**src/rtl/i2c_arb_pkg.sv**
```systemverilog
package i2c_arb_pkg;
  typedef enum logic {
    ARB_OWN  = 1'b0,
    ARB_LOST = 1'b1
  } arb_state_e;
endpackage

```
**src/rtl/i2c_arb_sync.sv**
```systemverilog
module i2c_arb_sync #(
  parameter int W      = 2,
  parameter int STAGES = 2
) (
  input  logic         clk,
  input  logic         rst,
  input  logic [W-1:0] din,
  output logic [W-1:0] dout
);
  logic [W-1:0] pipe [STAGES];

  // Idle I2C lines are high, so every stage resets to ones.
  always_ff @(posedge clk) begin
    if (rst) begin
      for (int i = 0; i < STAGES; i++) pipe[i] <= '1;
    end else begin
      pipe[0] <= din;
      for (int i = 1; i < STAGES; i++) pipe[i] <= pipe[i-1];
    end
  end

  assign dout = pipe[STAGES-1];
endmodule

```
**src/rtl/i2c_arb_bitcnt.sv**
```systemverilog
module i2c_arb_bitcnt #(
  parameter int BITS_PER_BYTE = 9
) (
  input  logic clk,
  input  logic rst,
  input  logic byte_rst,
  input  logic bit_stb,
  output logic byte_end
);
  localparam int CNT_W = $clog2(BITS_PER_BYTE);
  localparam logic [CNT_W-1:0] LAST = CNT_W'(BITS_PER_BYTE - 1);

  logic [CNT_W-1:0] idx;

  always_ff @(posedge clk) begin
    if (rst || byte_rst) idx <= '0;
    else if (bit_stb) idx <= (idx == LAST) ? '0 : idx + 1'b1;
  end

  assign byte_end = bit_stb && !byte_rst && (idx == LAST);

  // index never leaves the nine-clock range
  a_r7_idx_range: assert property (@(posedge clk) disable iff (rst) idx <= LAST);
  // restart always lands on index zero
  a_r11_restart: assert property (@(posedge clk) disable iff (rst) byte_rst |=> idx == '0);
endmodule

```
**src/rtl/i2c_arb_core.sv**
```systemverilog
module i2c_arb_core
  import i2c_arb_pkg::*;
(
  input  logic clk,
  input  logic rst,
  input  logic stb_valid,
  input  logic sda_s,
  input  logic drive_phase,
  input  logic sda_want,
  input  logic hs_mode,
  input  logic code_phase,
  input  logic byte_end,
  input  logic clr_sticky,
  output logic sda_oe,
  output logic keep_clk,
  output logic arb_lost,
  output logic lost_sticky,
  output logic hs_err
);
  arb_state_e st, st_nx;
  logic mism, hs_data, take_loss, flag_err;

  always_comb begin
    mism      = stb_valid && drive_phase && sda_want && !sda_s;
    hs_data   = hs_mode && !code_phase;
    take_loss = (st == ARB_OWN) && mism && !hs_data;
    flag_err  = (st == ARB_OWN) && mism && hs_data;
    st_nx     = st;
    unique case (st)
      ARB_OWN:  if (take_loss) st_nx = ARB_LOST;
      ARB_LOST: if (byte_end)  st_nx = ARB_OWN;
      default:  st_nx = ARB_OWN;
    endcase
  end

  always_ff @(posedge clk) begin
    if (rst) begin
      st          <= ARB_OWN;
      sda_oe      <= 1'b1;
      keep_clk    <= 1'b0;
      arb_lost    <= 1'b0;
      hs_err      <= 1'b0;
      lost_sticky <= 1'b0;
    end else begin
      st          <= st_nx;
      sda_oe      <= (st_nx == ARB_OWN);
      keep_clk    <= (st_nx == ARB_LOST);
      arb_lost    <= take_loss;
      hs_err      <= flag_err;
      lost_sticky <= take_loss || (lost_sticky && !clr_sticky);
    end
  end

  // loss pulse lasts one clock and comes with released data and clocking on
  a_r4_single_pulse: assert property (@(posedge clk) disable iff (rst) arb_lost |=> !arb_lost);
  a_r4_release: assert property (@(posedge clk) disable iff (rst) arb_lost |-> (!sda_oe && keep_clk));
  // sticky flag follows a loss and holds without a clear
  a_r5_sticky_set: assert property (@(posedge clk) disable iff (rst) arb_lost |-> lost_sticky);
  a_r5_sticky_hold: assert property (@(posedge clk) disable iff (rst)
    (lost_sticky && !clr_sticky) |=> lost_sticky);
  // no second loss while finishing the byte
  a_r6_no_relose: assert property (@(posedge clk) disable iff (rst) keep_clk |=> !arb_lost);
  // clocking continues until the byte-end strobe
  a_r7_hold_clk: assert property (@(posedge clk) disable iff (rst)
    (keep_clk && !byte_end) |=> keep_clk);
  // protocol error and loss never coincide; error leaves output enabled
  a_r10_exclusive: assert property (@(posedge clk) disable iff (rst) !(hs_err && arb_lost));
  a_r10_oe_kept: assert property (@(posedge clk) disable iff (rst) hs_err |-> sda_oe);
endmodule

```
**src/rtl/i2c_arb_guard.sv**
```systemverilog
module i2c_arb_guard #(
  parameter int BITS_PER_BYTE = 9,
  parameter int SYNC_STAGES   = 2
) (
  input  logic clk,
  input  logic rst,
  input  logic scl_in,
  input  logic sda_in,
  input  logic scl_hi_stb,
  input  logic bit_stb,
  input  logic byte_rst,
  input  logic sda_want,
  input  logic drive_phase,
  input  logic hs_mode,
  input  logic code_phase,
  input  logic clr_sticky,
  output logic sda_oe,
  output logic keep_clk,
  output logic arb_lost,
  output logic lost_sticky,
  output logic hs_err
);
  localparam int LINES = 2;

  logic [LINES-1:0] line_s;
  logic scl_s, sda_s, byte_end, stb_valid;

  i2c_arb_sync #(.W(LINES), .STAGES(SYNC_STAGES)) u_sync (
    .clk(clk), .rst(rst), .din({scl_in, sda_in}), .dout(line_s)
  );

  assign scl_s     = line_s[1];
  assign sda_s     = line_s[0];
  assign stb_valid = scl_hi_stb && scl_s;

  i2c_arb_bitcnt #(.BITS_PER_BYTE(BITS_PER_BYTE)) u_cnt (
    .clk(clk), .rst(rst), .byte_rst(byte_rst), .bit_stb(bit_stb), .byte_end(byte_end)
  );

  i2c_arb_core u_core (
    .clk(clk), .rst(rst), .stb_valid(stb_valid), .sda_s(sda_s),
    .drive_phase(drive_phase), .sda_want(sda_want), .hs_mode(hs_mode),
    .code_phase(code_phase), .byte_end(byte_end), .clr_sticky(clr_sticky),
    .sda_oe(sda_oe), .keep_clk(keep_clk), .arb_lost(arb_lost),
    .lost_sticky(lost_sticky), .hs_err(hs_err)
  );

  // without a valid strobe no loss can appear on the next clock
  a_r3_needs_strobe: assert property (@(posedge clk) disable iff (rst)
    !stb_valid |=> !arb_lost);
endmodule

```
**config.mk**
```make
export PLATFORM = sky130hd
export DESIGN_NAME = i2c_arb_guard
export DESIGN_NICKNAME = d
export VERILOG_FILES = /design/src/rtl/i2c_arb_pkg.sv /design/src/rtl/i2c_arb_sync.sv /design/src/rtl/i2c_arb_bitcnt.sv /design/src/rtl/i2c_arb_core.sv /design/src/rtl/i2c_arb_guard.sv
export SDC_FILE = /design/constraint.sdc
export NUM_CORES = 1
export LEC_CHECK = 0
export BUFFER_PORTS_ARGS = -buffer_cell sky130_fd_sc_hd__buf_2
export CORE_AREA = 2 2 39 41
export DETAILED_ROUTE_END_ITERATION = 7
export DIE_AREA = 0 0 41 43
export GPL_ROUTABILITY_DRIVEN = 0
export SLEW_MARGIN = 20
export SYNTH_ARGS = -nofsm -noshare
export SYNTH_HDL_FRONTEND = slang
export SYNTH_SLANG_ARGS = --single-unit
```
**constraint.sdc**
```tcl
create_clock -name clk -period 1.45 [get_ports clk]
set_input_delay 0.435 -clock clk [delete_from_list [all_inputs] [get_ports clk]]
set_output_delay 0.435 -clock clk [all_outputs]
set_load 0.01 [all_outputs]
```
==> reports/metrics.yaml, run 1 <==
logic_synthesis:
  number_of_enable_type_register_cells_in_the_synthesized_netlist: 0
  warnings_synthesis: 0
  postSynth.asyncResetShare_pct: 0
  yosysSeqAreaShare_pct: 53.5
  synth_top_cell_by_area: "sky130_fd_sc_hd__dfxtp_1"
  synth_cell_type_count: 20
  synth.cell_area_um2: 487
  syn-mean-instance-area_um2: 10.4
  synthCells: 47
  ys_seq_elements: 13
  syn_nets: 61
  share_of_yosys_cell_area_claimed_by_the_top_area_cell_type_pct: 53.5
  ys_dominant_reg_cell: "sky130_fd_sc_hd__dfxtp_1"
  synth_area_leaders: "sky130_fd_sc_hd__dfxtp_1 53%, sky130_fd_sc_hd__ha_1 5.1%, sky130_fd_sc_hd__or2_2 5.1%"
clocking:
  post_cts_resized: 0
  clkSlewWorstSetupHoldPaths_ns: 0.07
  cts_hold_buffers: 0
  postCtsSetupRepairBufs: 0
  cts_made_buffers: 3
  clk_path_buf_depth: 2
  htree_levels: 1
  cts.sink_count: 13
  clock-root-buffer: "sky130_fd_sc_hd__clkbuf_4"
  tritoncts: "yes"
  insertion_delay_ns: 0.26
floorplanning:
  die_w_um: 41
  die_area_um2: 1760
  fp.coreArea_um2: 1380
  fp-row-count: 14
  ios: 17
  initial_core_util_pct: 35.2
  die_y_um: 43
pwr:
  leakage_power_nw: 0.280
  power_density_nw_per_um2: 1020
  vdd_ir_drop_max_v: 0.000513
sta:
  grt_setup_unrepaired: "no"
  maxClockFrequency_mhz: 829
  final_clock_skew_ns: 0.00374
  timing.final.setup_violations: 0
  max-slew-margin-rel_pct: 87.4
  report.final.hold_viol_count: 0
  post-route-period-util_pct: 83.2
  worstMarginPinSlew_ns: 0.189
  final_critical_path_setup_slack_ns: 0.244
  slew_viol_final: 0
  post_layout_minimum_cycle_time_ns: 1.21
  setup_tns_final_ns: 0
worst_setup_path:
  worstPathBufferInverterCount: 1
  crit_path_cell_trace: "buf_2"
  critPathTopFamily: "flip-flops"
  cpPeakStageDelay_ns: 0.37
  cp_max_fo: 3
  cp_num_cells: 1
  critical_path.slowest_cell: "sky130_fd_sc_hd__dfxtp_1"
  launching_element_of_the_worst_setup_path: "u_core.keep_clk"
  critPathLaunchType: "flip-flop"
  worst_ep_required_time_ns: 1.02
  r2r_start: "u_cnt.idx[0]"
  criticalPathCategory: "flip-flop to output port"
  crit_end_element: "output port"
  rr_worst_depth: 5
  worst_ep_arrival_time_ns: 0.77
global_routing:
  antenna_found_initial: 0
  overflow: 0
  grt_pass1_vias: 357
  grt_pass1_wl_mm: 1.37
  grt_start_max_net_pins: 12
  grt_use_total_pct: 11.7
status:
  run_status: "completed"
final_layout:
  instances_no_fill: 82
  antenna_cell_count: 0
  drive_above_1_share_pct: 39.4
  area_growth_syn_to_layout_pct: 24.9
  layout.nets: 81
  post-route-cell-area_um2: 608
placement:
  place_ws_ns: 0.315
  detailed_place.area_um2: 582
  detailedPlacementHpwl_um: 615
  port_buffers: 16
  place.detailed.instances: 78
detailed_routing:
  vias_per_cell: 4.60
  vias: 377
  drt-total-wl_um: 762
  detailed_route_iter0_violations: 7
  firstDrtPassIters: 4
  postRouteAntennaNets: 0
  drc: 0
  wl_per_cell_um: 9.29
run:
  drv_cap: 0
worst_hold_path:
  min_delay_startpoint: "scl_in"
  min_path_type: "primary input to flip-flop"
  hold_path_depth: 2
[per-layer routing]
layer / vias up / wire length (um) / track usage, %
met4: 0 / 12 / 8.00
met3: 2 / 48 / 4.71
li1: 191 / - / -
met2: 12 / 358 / 16.6
met5: - / 0 / 0
met1: 172 / 343 / 13.7
[cell usage after synthesis, types with 2 or more instances]
cell                       count
sky130_fd_sc_hd__nand2_1       3
sky130_fd_sc_hd__dfxtp_1      13
sky130_fd_sc_hd__inv_1         2
sky130_fd_sc_hd__ha_1          2
sky130_fd_sc_hd__xor2_1        2
sky130_fd_sc_hd__nand2b_1      2
sky130_fd_sc_hd__or2_2         4
sky130_fd_sc_hd__a21oi_1       2
sky130_fd_sc_hd__nor3_1        2
sky130_fd_sc_hd__nor2_1        5
[sequential cells by signal, summed over array words and instances (netlist names)]
register,flops
u_cnt.idx,4
u_core.arb_lost,1
u_core.hs_err,1
u_core.keep_clk,1
u_core.lost_sticky,1
u_core.sda_oe,1
u_sync.pipe,4
[layout by cell type (no fill, tap or decap), drive strengths merged]
cell	n
nand4	1
clkbuf	4
nand2	3
ha	2
a21oi	2
inv	2
and4b	1
nor3	2
and2b	1
a21o	1
nor2	5
nand2b	2
dfxtp	13
xor2	2
buf	16
xnor2	1
o21ai	1
nand3	1
or2	4
nand4b	1
mux2i	1
[stage by stage]
stage	hold slack [ns]	util, %	total power, mW
2_1_floorplan	0.389	-	0.398
3_3_place_gp	0.392	42.0	0.419
5_1_grt	0.341	43.9	0.653
4_1_cts	0.340	43.9	0.633
3_5_place_dp	0.393	42.0	0.420
6_report	0.348	43.9	0.619
[cell families (layout without fill, tap and decap cells)]
logic type,count (synthesis),in the layout,share of synthesized area (%)
AO/OA/AOI/OAI,4,4,5.40
AND/OR/NAND/NOR,21,21,26.0
adder cells (fa/ha/maj),2,2,5.14
multiplexers,1,1,2.06
flip-flops,13,13,53.5
buffers and inverters,3,22,2.57
XOR/XNOR,3,3,5.40
[cell type report]
class	count	area [um^2]
Fill cell	151	776
Inverter	2	7.51
Tap cell	16	20.0
Clock buffer	4	26.3
Sequential cell	13	260
Timing Repair Buffer	16	80.1
Multi-Input combinational cell	31	214
[where the power goes]
part	internal, mW	switching (mW)	total (mW)
clock	0.106	0.103	0.209
combinational	0.0228	0.0195	0.0423
sequential	0.365	0.00371	0.368
[final timing paths]
check,slack [ns],end
worst max-delay path,0.24,keep_clk
worst min-delay path,0.35,u_sync.pipe[0][1]
worst max register to register,0.36,u_core.sda_oe
worst min register to register,0.41,u_sync.pipe[0][2]
(Power assumes the default switching activity.)
==> run 2, diff against run 1 <==
==> constraint.sdc (replaced) <==
create_clock -name clk -period 1.1 [get_ports clk]
set_input_delay 0.33 -clock clk [delete_from_list [all_inputs] [get_ports clk]]
set_output_delay 0.33 -clock clk [all_outputs]
set_load 0.01 [all_outputs]
==> reports/metrics.yaml, run 2 (synthesized netlist as in run 1, its figures left out) <==
status:
  run_status: "completed"
floorplanning:
  fp.coreArea_um2: 1380  # unchanged
  die_y_um: 43  # unchanged
  ios: 17  # unchanged
  die_area_um2: 1760  # unchanged
  die_w_um: 41  # unchanged
  initial_core_util_pct: 35.2  # unchanged
  fp-row-count: 14  # unchanged
detailed_routing:
  detailed_route_iter0_violations: 2  # -5
  wl_per_cell_um: 9.14  # -1.6%
  drt-total-wl_um: 768  # +0.79%
  drc: 0  # unchanged
  firstDrtPassIters: 2  # -2
  vias: 353  # -6.4%
  vias_per_cell: 4.20  # -8.6%
  postRouteAntennaNets: 0  # unchanged
final_layout:
  layout.nets: 83  # +2.5%
  post-route-cell-area_um2: 633  # +4.1%
  layout.cells.most_common: "sky130_fd_sc_hd__buf_2"
  final_cell_mix: "15 x sky130_fd_sc_hd__buf_2, 10 x sky130_fd_sc_hd__dfxtp_1, 5 x sky130_fd_sc_hd__nor2_1, 4 x sky130_fd_sc_hd__or2_2"
  reg.largest.list: "u_cnt.idx (4), u_sync.pipe (4)"
  antenna_cell_count: 0  # unchanged
  drive_above_1_share_pct: 45.6  # +6.2 points
  instances_no_fill: 84  # +2.4%
  area_growth_syn_to_layout_pct: 30.1
worst_setup_path:
  critPathTopFamily: "flip-flops"
  cpPeakStageDelay_ns: 0.33  # -0.04 ns
  crit_end_element: "output port"
  worst_ep_arrival_time_ns: 0.72  # -0.05 ns
  worst_ep_required_time_ns: 0.77  # -0.25 ns
  r2r_start: "u_cnt.idx[0]"
  launching_element_of_the_worst_setup_path: "u_core.lost_sticky"
  critical_path.slowest_cell: "sky130_fd_sc_hd__dfxtp_1"
  worstPathBufferInverterCount: 1  # unchanged
  criticalPathCategory: "flip-flop to output port"
  critPathLaunchType: "flip-flop"
  crit_path_cell_trace: "buf_2"
  cp_max_fo: 2  # -1
  r2r_slack_ns: 0.07  # -0.29 ns
clocking:
  htree_levels: 1  # unchanged
  insertion_delay_ns: 0.27  # about the same
  cts_made_buffers: 3  # unchanged
  tritoncts: "yes"
  clk_path_buf_depth: 2  # unchanged
  cts.sink_count: 13  # unchanged
  clkSlewWorstSetupHoldPaths_ns: 0.08  # about the same
  clock-root-buffer: "sky130_fd_sc_hd__clkbuf_4"
global_routing:
  overflow: 0  # unchanged
  antenna_found_initial: 0  # unchanged
  grt_pass1_vias: 319  # -11%
  grt_start_max_net_pins: 12  # unchanged
  grt_use_total_pct: 11.7  # +0.024 points
  grt_pass1_wl_mm: 1.35  # -1.5%
sta:
  report.final.hold_viol_count: 0  # unchanged
  post_layout_minimum_cycle_time_ns: 1.05
  slew_viol_final: 0  # unchanged
  setup_tns_final_ns: 0  # unchanged
  max-slew-margin-rel_pct: 87.7  # +0.23 points
  post-route-period-util_pct: 95.2
  final_critical_path_setup_slack_ns: 0.0529  # -0.191 ns
  maxClockFrequency_mhz: 955
  final_clock_skew_ns: 0.000401  # -0.00333 ns
  timing.final.setup_violations: 0  # unchanged
  worstMarginPinSlew_ns: 0.185  # -0.00345 ns
  grt_setup_unrepaired: "no"
pwr:
  leakage_power_nw: 0.292  # +4.6%
  vdd_ir_drop_max_v: 0.000537  # +4.5%
  power_density_nw_per_um2: 1310  # +29%
  power.total_mw: 0.832  # +34%
run:
  drv_cap: 0  # unchanged
placement:
  place_ws_ns: 0.0683  # -0.247 ns
  port_buffers: 16  # unchanged
  detailed_place.area_um2: 589  # +1.3%
  detailedPlacementHpwl_um: 592  # -3.7%
  place.detailed.instances: 79  # +1.3%
worst_hold_path:
  min_path_type: "primary input to flip-flop"
  min_delay_startpoint: "sda_in"
[run 2: path summary, 6_finish.rpt]
path,end,depth (start not counted)
min reg2reg,u_sync.pipe[0][3],1
min,u_sync.pipe[0][0],2
max,lost_sticky,1
max reg2reg,u_cnt.idx[2],5
[run 2: stage by stage]
step           hold slack, ns  util, %
5_1_grt                 0.227     45.8
3_3_place_gp            0.393     42.6
3_5_place_dp            0.394     42.6
2_1_floorplan           0.389        -
6_report                0.238     45.8
4_1_cts                 0.231     44.6
[run 2: what timing repair did]
| action | CTS | global route |
|---|---|---|
| hold endpoints to repair | 0 | 0 |
| gates resized for setup | 1 | 3 |
| setup endpoints to repair | 1 | 2 |
| buffers inserted | 0 | 1 |
| hold buffers | 0 | 0 |
[run 2: power breakdown]
group | internal, mW | switching (mW)
logic | 0.0332 | 0.0270
registers | 0.481 | 0.00383
clock network | 0.140 | 0.147
total | 0.655 | 0.177
[run 2: cell type report]
class                   count  area, um^2
fillers                   142         751
well taps                  16        20.0
flip-flops and latches     13         264
multi-input cells          31         214
clock buffers               4        26.3
inverters                   2        7.51
repair buffers             18         101
[run 2: per-layer routing]
layer | up-vias | share of wire [%] | routed length, um | track usage [%]
met3 | 0 | 5.2 | 40 | 4.71
li1 | 195 | - | - | -
met2 | 10 | 45 | 349 | 14.7
met5 | - | 0 | 0 | 0
met4 | 0 | 0 | 0 | 8.00
met1 | 148 | 49 | 378 | 15.8
==> run 3, diff against run 2 <==
--- a/config.mk
+++ b/config.mk
@@ -10,6 +10,7 @@
 export DETAILED_ROUTE_END_ITERATION = 7
 export DIE_AREA = 0 0 41 43
 export GPL_ROUTABILITY_DRIVEN = 0
+export RECOVER_POWER = 50
 export SLEW_MARGIN = 20
 export SYNTH_ARGS = -nofsm -noshare
 export SYNTH_HDL_FRONTEND = slang
==> constraint.sdc (replaced) <==
create_clock -name clk -period 0.85 [get_ports clk]
set_input_delay 0.255 -clock clk [delete_from_list [all_inputs] [get_ports clk]]
set_output_delay 0.255 -clock clk [all_outputs]
set_load 0.01 [all_outputs]
==> reports/metrics.yaml, run 3 (synthesized netlist as in run 1, its figures left out) <==
floorplanning:
  ios: 17  # unchanged
  fp.coreArea_um2: 1380  # unchanged
  initial_core_util_pct: 35.2  # unchanged
  die_y_um: 43  # unchanged
  fp-row-count: 14  # unchanged
  die_area_um2: 1760  # unchanged
  die_w_um: 41  # unchanged
sta:
  post_layout_minimum_cycle_time_ns: 1.06
  post-route-period-util_pct: 125
  worstMarginPinSlew_ns: 0.432  # +0.247 ns
  hold_ws_ns: 0.161  # -0.0776 ns
  final_clock_skew_ns: 0.00353  # +0.00313 ns
  grt_setup_unrepaired: "yes"
  setup_tns_final_ns: -1.33  # -1.33 ns
  max-slew-margin-rel_pct: 71.2  # -16 points
  report.final.hold_viol_count: 0  # unchanged
  slew_viol_final: 0  # unchanged
  timing.final.setup_violations: 13  # +13
  maxClockFrequency_mhz: 939
  final_critical_path_setup_slack_ns: -0.215  # -0.268 ns
clocking:
  cts.sink_count: 13  # unchanged
  clk_path_buf_depth: 2  # unchanged
  clkSlewWorstSetupHoldPaths_ns: 0.08  # about the same
  htree_levels: 1  # unchanged
  insertion_delay_ns: 0.27  # about the same
  cts_made_buffers: 3  # unchanged
  tritoncts: "yes"
  clock-root-buffer: "sky130_fd_sc_hd__clkbuf_4"
  cts_hold_buffers: 0  # unchanged
pwr:
  leakage_power_nw: 0.324  # +11%
  power.total_mw: 1.10  # +33%
  power_density_nw_per_um2: 1510  # +15%
  vdd_ir_drop_max_v: 0.000947  # +76%
final_layout:
  post-route-cell-area_um2: 729  # +15%
  combined_area_of_the_multi_input_logic_cells_um2: 264  # +23%
  layout.cells.most_common: "sky130_fd_sc_hd__buf_2"
  layout.nets: 86  # +3.6%
  antenna_cell_count: 0  # unchanged
  reg.largest.list: "u_cnt.idx (4), u_sync.pipe (4)"
  final_cell_mix: "12 x sky130_fd_sc_hd__buf_2, 8 x sky130_fd_sc_hd__dfxtp_1, 5 x sky130_fd_sc_hd__buf_6, 4 x sky130_fd_sc_hd__or2_2, 4 x sky130_fd_sc_hd__dfxtp_2"
  finish.utilization_pct: 52.7  # +7.0 points
  drive_above_1_share_pct: 63.4  # +18 points
  fill_cells: 127  # -11%
  area.sequential_um2: 269  # +1.9%
  area_growth_syn_to_layout_pct: 49.9
worst_setup_path:
  rr_worst_depth: 3  # -2
  cp_max_fo: 2  # unchanged
  worst_ep_required_time_ns: 0.59  # -0.18 ns
  criticalPathCategory: "flip-flop to output port"
  regToRegEndpoint: "u_core.sda_oe"
  crit_end_element: "output port"
  worst_ep_arrival_time_ns: 0.81  # +0.09 ns
  critPathLaunchType: "flip-flop"
  r2r_start: "u_core.keep_clk"
  r2r_slack_ns: -0.16  # -0.23 ns
worst_hold_path:
  min_delay_startpoint: "scl_in"
  hold-path-endpoint: "u_sync.pipe[0][1]"
  min_path_type: "primary input to flip-flop"
  hold_path_depth: 2  # unchanged
detailed_routing:
  vias: 389  # +10%
  wl_per_cell_um: 10.7  # +17%
  drt-total-wl_um: 934  # +22%
  postRouteAntennaNets: 0  # unchanged
  drc: 0  # unchanged
  vias_per_cell: 4.47  # +6.4%
  firstDrtPassIters: 3  # +1
  detailed_route_iter0_violations: 2  # unchanged
global_routing:
  grt_start_max_net_pins: 11  # -1
  overflow: 0  # unchanged
  grt_pass1_vias: 375  # +18%
  grt_pass1_wl_mm: 1.44  # +7.2%
  antenna_found_initial: 0  # unchanged
  grt_use_total_pct: 12.8  # +1.0 points
placement:
  port_buffers: 16  # unchanged
  detailedPlacementHpwl_um: 642  # +8.4%
  detailed_place.area_um2: 639  # +8.5%
status:
  run_status: "finished, violations left"
  failing_checks: "setup timing"
run:
  drv_cap: 0  # unchanged
-- run 3: cell types whose count changed in the layout (fill, tap and decap cells not counted), sizes merged --
cell | previous run | this run
buf | 18 | 20
clkbuf | 4 | 5
-- run 3: final cells by class --
type	instances	share of cell area, %
clock buffer	4	3.60
inverter	2	1.03
multi-input combinational	31	36.2
sequential	13	36.9
tap	16	2.74
timing repair buffer	21	19.6
-- run 3: worst max-delay path by stage --
stage,start,endpoint,depth (start not counted)
after floorplan,u_core.keep_clk,u_core.sda_oe,3
after global placement,u_core.keep_clk,u_core.sda_oe,3
after detailed placement,u_cnt.idx[1],u_core.sda_oe,5
after CTS,u_core.keep_clk,keep_clk,2
after global routing,u_core.keep_clk,keep_clk,2
final,u_core.keep_clk,keep_clk,2
-- run 3: per-stage QoR --
stage	cells	setup WS (ns)
after floorplan	47	-0.0952
after global placement	82	-0.112
after detailed placement	82	-0.116
after CTS	87	-0.222
after global routing	87	-0.254
final	87	-0.215
-- run 3: power by group --
group | internal, mW | switching, mW
clock | 0.182 | 0.196
combinational | 0.0530 | 0.0437
sequential | 0.621 | 0.00671
total | 0.856 | 0.247
-- run 3: repair_timing --
item,CTS,global route
resized for setup,8,7
pin swaps,7,1
gates cloned,0,0
buffers inserted,1,0
endpoints found under the setup margin,14,14
-- run 3: critical path, stage by stage (launching register included) --
cell                      delay (ns)
sky130_fd_sc_hd__dfxtp_2        0.33
sky130_fd_sc_hd__buf_6          0.11
sky130_fd_sc_hd__buf_6          0.11
-- run 3: layer usage --
metal	vias to the layer above	wire, um	track usage, %
li1	200	-	-
met1	176	426	15.2
met2	11	437	16.6
met3	2	47	4.71
met4	0	22	12.0
met5	-	0	0
